`src/rtl/sreg_pkg.sv`:
```
package sreg_pkg;
  localparam int ADDR_W = 8;

  localparam logic [ADDR_W-1:0] ADDR_MODE = 8'h00;
  localparam logic [ADDR_W-1:0] ADDR_MUX  = 8'h02;
  localparam logic [ADDR_W-1:0] ADDR_DIP  = 8'h08;
  localparam logic [ADDR_W-1:0] ADDR_RST  = 8'h80;
  localparam logic [ADDR_W-1:0] ADDR_VER  = 8'hFF;

  // strobes from control to datapath, each valid for one system clock
  typedef struct packed {
    logic bitIn;     // synchronised serial data bit
    logic shiftIn;   // rising serial clock, strobe inactive
    logic commitWr;  // command cycle, write
    logic loadRd;    // command cycle, read
    logic shiftOut;  // falling serial clock outside the command cycle
  } ctrl_t;
endpackage

```
`src/rtl/sreg_sync.sv`:
```
module sreg_sync #(
  parameter int WIDTH = 1,
  parameter int STAGES = 2,
  parameter logic [WIDTH-1:0] RST_VAL = '0
) (
  input  logic             clk,
  input  logic             rstN,
  input  logic [WIDTH-1:0] din,
  output logic [WIDTH-1:0] dout
);
  logic [WIDTH-1:0] stage [STAGES];

  always_ff @(posedge clk or negedge rstN) begin
    if (!rstN) begin
      for (int i = 0; i < STAGES; i++) stage[i] <= RST_VAL;
    end else begin
      stage[0] <= din;
      for (int i = 1; i < STAGES; i++) stage[i] <= stage[i-1];
    end
  end

  assign dout = stage[STAGES-1];
endmodule

```
`src/rtl/sreg_ctrl.sv`:
```
module sreg_ctrl import sreg_pkg::*; #(
  parameter int SYNC_STAGES = 2
) (
  input  logic  clk,
  input  logic  rstN,
  input  logic  serClk,
  input  logic  strobeN,
  input  logic  serIn,
  output ctrl_t ctrl
);
  logic [2:0] rawIn;
  logic [2:0] syncOut;
  logic sckS, strbNS, dinS;
  logic sckPrev;
  logic cmdSeen;
  logic sckRise, sckFall;

  assign rawIn = {serClk, strobeN, serIn};

  sreg_sync #(.WIDTH(3), .STAGES(SYNC_STAGES), .RST_VAL(3'b010)) i_sync (
    .clk(clk), .rstN(rstN), .din(rawIn), .dout(syncOut)
  );

  assign {sckS, strbNS, dinS} = syncOut;
  assign sckRise = sckS & ~sckPrev;
  assign sckFall = ~sckS & sckPrev;

  always_ff @(posedge clk or negedge rstN) begin
    if (!rstN) begin
      sckPrev <= 1'b0;
      cmdSeen <= 1'b0;
    end else begin
      sckPrev <= sckS;
      if (sckRise && !strbNS) cmdSeen <= 1'b1;
      else if (sckFall)       cmdSeen <= 1'b0;
    end
  end

  always_comb begin
    ctrl.bitIn    = dinS;
    ctrl.shiftIn  = sckRise & strbNS;
    ctrl.commitWr = sckRise & ~strbNS & dinS;
    ctrl.loadRd   = sckRise & ~strbNS & ~dinS;
    ctrl.shiftOut = sckFall & ~cmdSeen;
  end

  // the command cycle and the output shifting happen on opposite serial edges
  AST_ONE_ACTION: assert property (@(posedge clk) disable iff (!rstN)
    $onehot0({ctrl.shiftIn, ctrl.commitWr, ctrl.loadRd, ctrl.shiftOut}));
  // one command edge commits at most once
  AST_SINGLE_COMMIT: assert property (@(posedge clk) disable iff (!rstN)
    ctrl.commitWr |=> !ctrl.commitWr);
  // the falling edge that closes a command cycle never shifts read data
  AST_CMD_NO_SHIFT: assert property (@(posedge clk) disable iff (!rstN)
    (ctrl.loadRd || ctrl.commitWr) |=> !ctrl.shiftOut);
endmodule

```
`src/rtl/sreg_datapath.sv`:
```
module sreg_datapath import sreg_pkg::*; #(
  parameter int DATA_W = 32,
  parameter int DIP_W = 8,
  parameter int SYNC_STAGES = 2,
  parameter logic [DATA_W-1:0] VERSION = 32'h0000_0103
) (
  input  logic              clk,
  input  logic              rstN,
  input  ctrl_t             ctrl,
  input  logic [DIP_W-1:0]  dipSw,
  output logic              serOut,
  output logic [DATA_W-1:0] modeOut,
  output logic [DATA_W-1:0] muxOut,
  output logic              resetReq
);
  localparam int FRAME_W = DATA_W + ADDR_W;

  logic [FRAME_W-1:0] inShift;
  logic [ADDR_W-1:0]  addrFld;
  logic [DATA_W-1:0]  wrData;
  logic [DATA_W-1:0]  outShift;
  logic [DATA_W-1:0]  rdData;
  logic [DATA_W-1:0]  modeReg, muxReg;
  logic [DIP_W-1:0]   dipS;
  logic               rstBit;

  sreg_sync #(.WIDTH(DIP_W), .STAGES(SYNC_STAGES), .RST_VAL('0)) i_dipSync (
    .clk(clk), .rstN(rstN), .din(dipSw), .dout(dipS)
  );

  assign addrFld = inShift[ADDR_W-1:0];
  assign wrData  = inShift[FRAME_W-1:ADDR_W];

  always_ff @(posedge clk or negedge rstN) begin
    if (!rstN) inShift <= '0;
    else if (ctrl.shiftIn) inShift <= {inShift[FRAME_W-2:0], ctrl.bitIn};
  end

  always_ff @(posedge clk or negedge rstN) begin
    if (!rstN) begin
      modeReg  <= '0;
      muxReg   <= '0;
      rstBit   <= 1'b0;
      resetReq <= 1'b0;
    end else begin
      if (ctrl.commitWr && addrFld == ADDR_MODE) modeReg <= wrData;
      if (ctrl.commitWr && addrFld == ADDR_MUX)  muxReg  <= wrData;
      rstBit   <= ctrl.commitWr && (addrFld == ADDR_RST) && wrData[0];
      resetReq <= rstBit;
    end
  end

  always_comb begin
    case (addrFld)
      ADDR_MODE: rdData = modeReg;
      ADDR_MUX:  rdData = muxReg;
      ADDR_DIP:  rdData = DATA_W'(dipS);
      ADDR_RST:  rdData = DATA_W'(rstBit);
      ADDR_VER:  rdData = VERSION;
      default:   rdData = '0;
    endcase
  end

  always_ff @(posedge clk or negedge rstN) begin
    if (!rstN) outShift <= '0;
    else if (ctrl.loadRd) outShift <= rdData;
    else if (ctrl.shiftOut) outShift <= {outShift[DATA_W-2:0], 1'b0};
  end

  assign serOut  = outShift[DATA_W-1];
  assign modeOut = modeReg;
  assign muxOut  = muxReg;

  AST_RESET_ONE_CYCLE: assert property (@(posedge clk) disable iff (!rstN)
    resetReq |=> !resetReq);
  AST_MODE_HOLD: assert property (@(posedge clk) disable iff (!rstN)
    !ctrl.commitWr |=> $stable(modeReg));
  AST_MUX_HOLD: assert property (@(posedge clk) disable iff (!rstN)
    !ctrl.commitWr |=> $stable(muxReg));
  AST_UNMAPPED_ZERO: assert property (@(posedge clk) disable iff (!rstN)
    (ctrl.loadRd && addrFld != ADDR_MODE && addrFld != ADDR_MUX &&
     addrFld != ADDR_DIP && addrFld != ADDR_RST && addrFld != ADDR_VER)
    |=> (outShift == '0));
endmodule

```
`src/rtl/sreg_target.sv`:
```
module sreg_target import sreg_pkg::*; #(
  parameter int DATA_W = 32,
  parameter int DIP_W = 8,
  parameter int SYNC_STAGES = 2,
  parameter logic [DATA_W-1:0] VERSION = 32'h0000_0103
) (
  input  logic              clk,
  input  logic              rstN,
  input  logic              serClk,
  input  logic              strobeN,
  input  logic              serIn,
  output logic              serOut,
  input  logic [DIP_W-1:0]  dipSw,
  output logic [DATA_W-1:0] modeOut,
  output logic [DATA_W-1:0] muxOut,
  output logic              resetReq
);
  ctrl_t ctrl;

  sreg_ctrl #(.SYNC_STAGES(SYNC_STAGES)) i_ctrl (
    .clk(clk), .rstN(rstN), .serClk(serClk), .strobeN(strobeN),
    .serIn(serIn), .ctrl(ctrl)
  );

  sreg_datapath #(.DATA_W(DATA_W), .DIP_W(DIP_W), .SYNC_STAGES(SYNC_STAGES),
                  .VERSION(VERSION)) i_dp (
    .clk(clk), .rstN(rstN), .ctrl(ctrl), .dipSw(dipSw), .serOut(serOut),
    .modeOut(modeOut), .muxOut(muxOut), .resetReq(resetReq)
  );
endmodule

```
`config.mk`:
```
export PLATFORM = sky130hd
export DESIGN_NAME = sreg_target
export DESIGN_NICKNAME = d
export VERILOG_FILES = /design/src/rtl/sreg_pkg.sv /design/src/rtl/sreg_sync.sv /design/src/rtl/sreg_ctrl.sv /design/src/rtl/sreg_datapath.sv /design/src/rtl/sreg_target.sv
export SDC_FILE = /design/constraint.sdc
export NUM_CORES = 1
export LEC_CHECK = 0
export BUFFER_PORTS_ARGS = -buffer_cell sky130_fd_sc_hd__buf_2
export CORE_MARGIN = 1
export CORE_UTILIZATION = 60
export CTS_CLUSTER_DIAMETER = 100
export DETAILED_ROUTE_END_ITERATION = 10
export PLACE_DENSITY = 0.82
export SYNTH_ARGS = -nofsm -noshare
export SYNTH_HDL_FRONTEND = slang
export SYNTH_SLANG_ARGS = --single-unit
```
`constraint.sdc`:
```
create_clock -name clk -period 3.3 [get_ports clk]
set_input_delay 0.33 -clock clk [delete_from_list [all_inputs] [get_ports clk]]
set_output_delay 0.33 -clock clk [all_outputs]
set_load 0.01 [all_outputs]
```
==> flow_summary.ini <==
[run_status]
status = finished, final reports clean

[pwr]
p_leak_nw = 3.96
pwr-share-seq_pct = 48.1
totalPowerFinal_mw = 4.63
ir_drop_uv = 370
power.density_nw_per_um2 = 598
power_frac_comb_pct = 8.4
p_sw_share_pct = 24.5
pwr-share-clk_pct = 43.6
intPower_mw = 3.50
p_switching_mw = 1.13

[synthesis]
netlist_area_um2 = 6510
synth_area_per_cell_um2 = 14.7
netlist_instances = 442
ys_seq_elements = 162
synth_fp_nets = 455
yosysTopAreaCellShare_pct = 61.5
synth_cell_type_count = 41
synth_edf_count = 0
yosys-top-cells-count = 160 x dfrtp_1, 46 x a22oi_1, 44 x mux2_2
synth_area_leaders = dfrtp_1 62%, mux2_2 7.6%, mux2_4 6.9%, a22oi_1 5.3%, mux2_1 5.2%
ys_warn_count = 0
synth_top_area_cell = dfrtp_1
async_flop_share_pct = 100
ys_seq_area_share_pct = 62.3
synth_most_common_cell = dfrtp_1
synth-main-ff-cell = dfrtp_1

[setup_path]
cp.required_ns = 3.72
worstRegToRegCells = 5
cpMaxStageDelayCell = nor4_4
worstReg2RegEnd = i_dp.modeOut[30]$_DFFE_PN0P_
critPathKind = flop to flop
cp_cell_sequence = nor4_4 > and2_1 > buf_4 > nand2_4 > mux2_4
slowest_delay_ns = 0.57
crit_fanout = 32
arrival_ns = 3.00
cp-end-kind = flop
cp-endpoint = i_dp.modeOut[30]$_DFFE_PN0P_
crit_start = i_dp.inShift[5]$_DFFE_PN0P_
r2r-start = i_dp.inShift[5]$_DFFE_PN0P_
startpoint_type = flop
r2r_setup_slack_ns = 0.72

[global_route]
overflow = 0
grt_pass1_vias = 4306
track_usage_pct = 27.1
grt_pass1_wl_mm = 22.8
antenna_found_initial = 0
grt_max_degree = 83

[floorplanning]
core_region_area_um2 = 10400
ios = 79
start_util_pct = 62.5
num_rows = 37
die_h_um = 106
die_w_um = 106
die_area_um2 = 11300

[drt]
drc_errors = 0
first_pass_iters = 5
ant_nets = 0
vias = 4126
via_per_inst = 6.06
post_drt_wl_per_cell_um = 20.4
drt_wl_total_mm = 13.9
drt_first_iter_violations = 382

[min_path]
hold_path.class = flop to flop
hold_start = i_dp.i_dipSync.stage[14]$_DFF_PN0_

[placed_design]
gp_congestion = 0.856
dp_hpwl_mm = 8.41
portBuffers = 78
dp_slack_ns = 0.827

[cts]
cts.sinks = 162
clock-root-buffer = clkbuf_8
clk_pin_slew_ns = 0.06
numCtsBuffers = 17
clockBufferDepth = 2
cts_resized = 0
cts_max_level = 4
cts_tree = built
clk_latency_ns = 0.54

[timing]
final.period_utilization_pct = 78.2
holdWs_ns = 0.348
setup_viol = 0
finalHoldViolations = 0
timing.final.ws_setup_ns = 0.721
fin_crit_ns = 2.58
worst_slew_pin_slew_ns = 0.999
max-slew-margin-rel_pct = 33.2
skew_ns = 0.0113
finalSetupTns_ns = 0
rsz0062_at_grt = no
fmax_mhz = 388
drv_slew = 0

[job]
maxCapViolCount = 0

[cells_and_area]
num_antenna_cells = 0
drive_gt1_share_pct = 36.3
fin_nets = 545
fillCellCount = 620
layout-area-overhead-vs-synth_pct = 18.9
logic make-up after synthesis:
logic type | count (synthesis) | synth area share, %
AOI/OAI and AO/OA | 107 | 11.2
buffers and inverters | 30 | 2.44
DFF | 162 | 62.3
muxes | 104 | 19.7
and+or+nand+nor | 39 | 4.34
layout make-up:
| class | count | area, um^2 | share of cell area (%) |
|---|---|---|---|
| Multi-Input combinational cell | 250 | 2300 | 29.8 |
| Clock buffer | 23 | 447 | 5.77 |
| Timing Repair Buffer | 99 | 597 | 7.71 |
| Tap cell | 136 | 170 | 2.20 |
| Inverter | 2 | 7.51 | 0.0970 |
| Sequential cell | 162 | 4060 | 52.4 |
| Clock inverter | 9 | 158 | 2.04 |
stage by stage:
step	cells	utilization [%]	area (um^2)
global route	681	74.3	7740
floorplan	442	-	6510
CTS	681	74.3	7740
global placement	637	67.3	7010
finish	681	74.3	7740
detailed placement	637	67.3	7010
power by group through the flow:
stage / Clock [mW] / Combinational (mW) / Sequential (mW)
floorplan: 0 / 0.262 / 2.22
global placement: 0 / 0.343 / 2.23
detailed placement: 0 / 0.363 / 2.25
CTS: 2.04 / 0.383 / 2.22
global route: 2.13 / 0.421 / 2.23
finish: 2.02 / 0.387 / 2.22
placed cells by master, fill, tap and decap left out, types with 2 or more instances in the layout:
| cell type | n |
|---|---|
| mux2_4 | 30 |
| nor2b_1 | 2 |
| o22ai_1 | 2 |
| clkinv_4 | 2 |
| o21ai_1 | 19 |
| and3_1 | 12 |
| clkinvlp_4 | 2 |
| a22o_1 | 2 |
| buf_4 | 8 |
| a22oi_1 | 46 |
| bufinv_16 | 4 |
| a211oi_1 | 2 |
| nor3_1 | 2 |
| a21oi_1 | 8 |
| clkbuf_1 | 5 |
| dfrtp_1 | 160 |
| and2_1 | 2 |
| dlygate4sd3_1 | 12 |
| dfstp_2 | 2 |
| o2bb2ai_1 | 6 |
| a2111oi_0 | 2 |
| mux2_2 | 44 |
| buf_2 | 77 |
| nand2_1 | 7 |
| nor2_1 | 3 |
| a221oi_1 | 5 |
| o21ai_0 | 12 |
| clkbuf_8 | 2 |
| nor4_4 | 2 |
| clkbuf_16 | 16 |
| inv_1 | 2 |
| mux2_1 | 30 |
worst min-delay path by stage:
stage / depth (start not counted) / end
2_1_floorplan: 0 / i_ctrl.cmdSeen$_DFFE_PN0P_
3_3_place_gp: 0 / i_dp.i_dipSync.dout[7]$_DFF_PN0_
3_5_place_dp: 0 / i_dp.i_dipSync.dout[6]$_DFF_PN0_
4_1_cts: 0 / i_dp.i_dipSync.dout[6]$_DFF_PN0_
5_1_grt: 0 / i_dp.i_dipSync.dout[6]$_DFF_PN0_
6_report: 0 / i_dp.i_dipSync.dout[6]$_DFF_PN0_
critical path: cells and delay by family (launching register included):
family,cells,cell delay (ns)
flip-flops,1,0.44
multiplexers,1,0.45
buffers and inverters,1,0.33
AND/OR/NAND/NOR,3,1.22
flip-flops by register name (all words and copies together), names as in the netlist:
register / count
i_dp.inShift: 40
i_dp.i_dipSync.stage: 8
i_ctrl.i_sync.dout: 3
i_ctrl.i_sync.stage: 3
i_dp.muxOut: 32
i_dp.i_dipSync.dout: 8
i_ctrl.sckPrev: 1
i_dp.modeOut: 32
i_dp.outShift: 32
i_ctrl.cmdSeen: 1
i_dp.rstBit: 1
i_dp.resetReq: 1
metal layers:
layer | global-route usage, % | share of wire (%) | vias to the layer above
met1 | 36.3 | 44 | 2086
met5 | 0 | 0 | -
met2 | 43.1 | 48 | 176
met3 | 6.62 | 5.7 | 29
met4 | 10.5 | 2.2 | 0
li1 | - | - | 1835
what timing repair did:
| action | 4_1_cts | 5_1_grt |
|---|---|---|
| hold buffers | 12 | 0 |
| hold endpoints to repair | 91 | 0 |
| buffers inserted | 0 | 0 |
(Power assumes the default switching activity.)
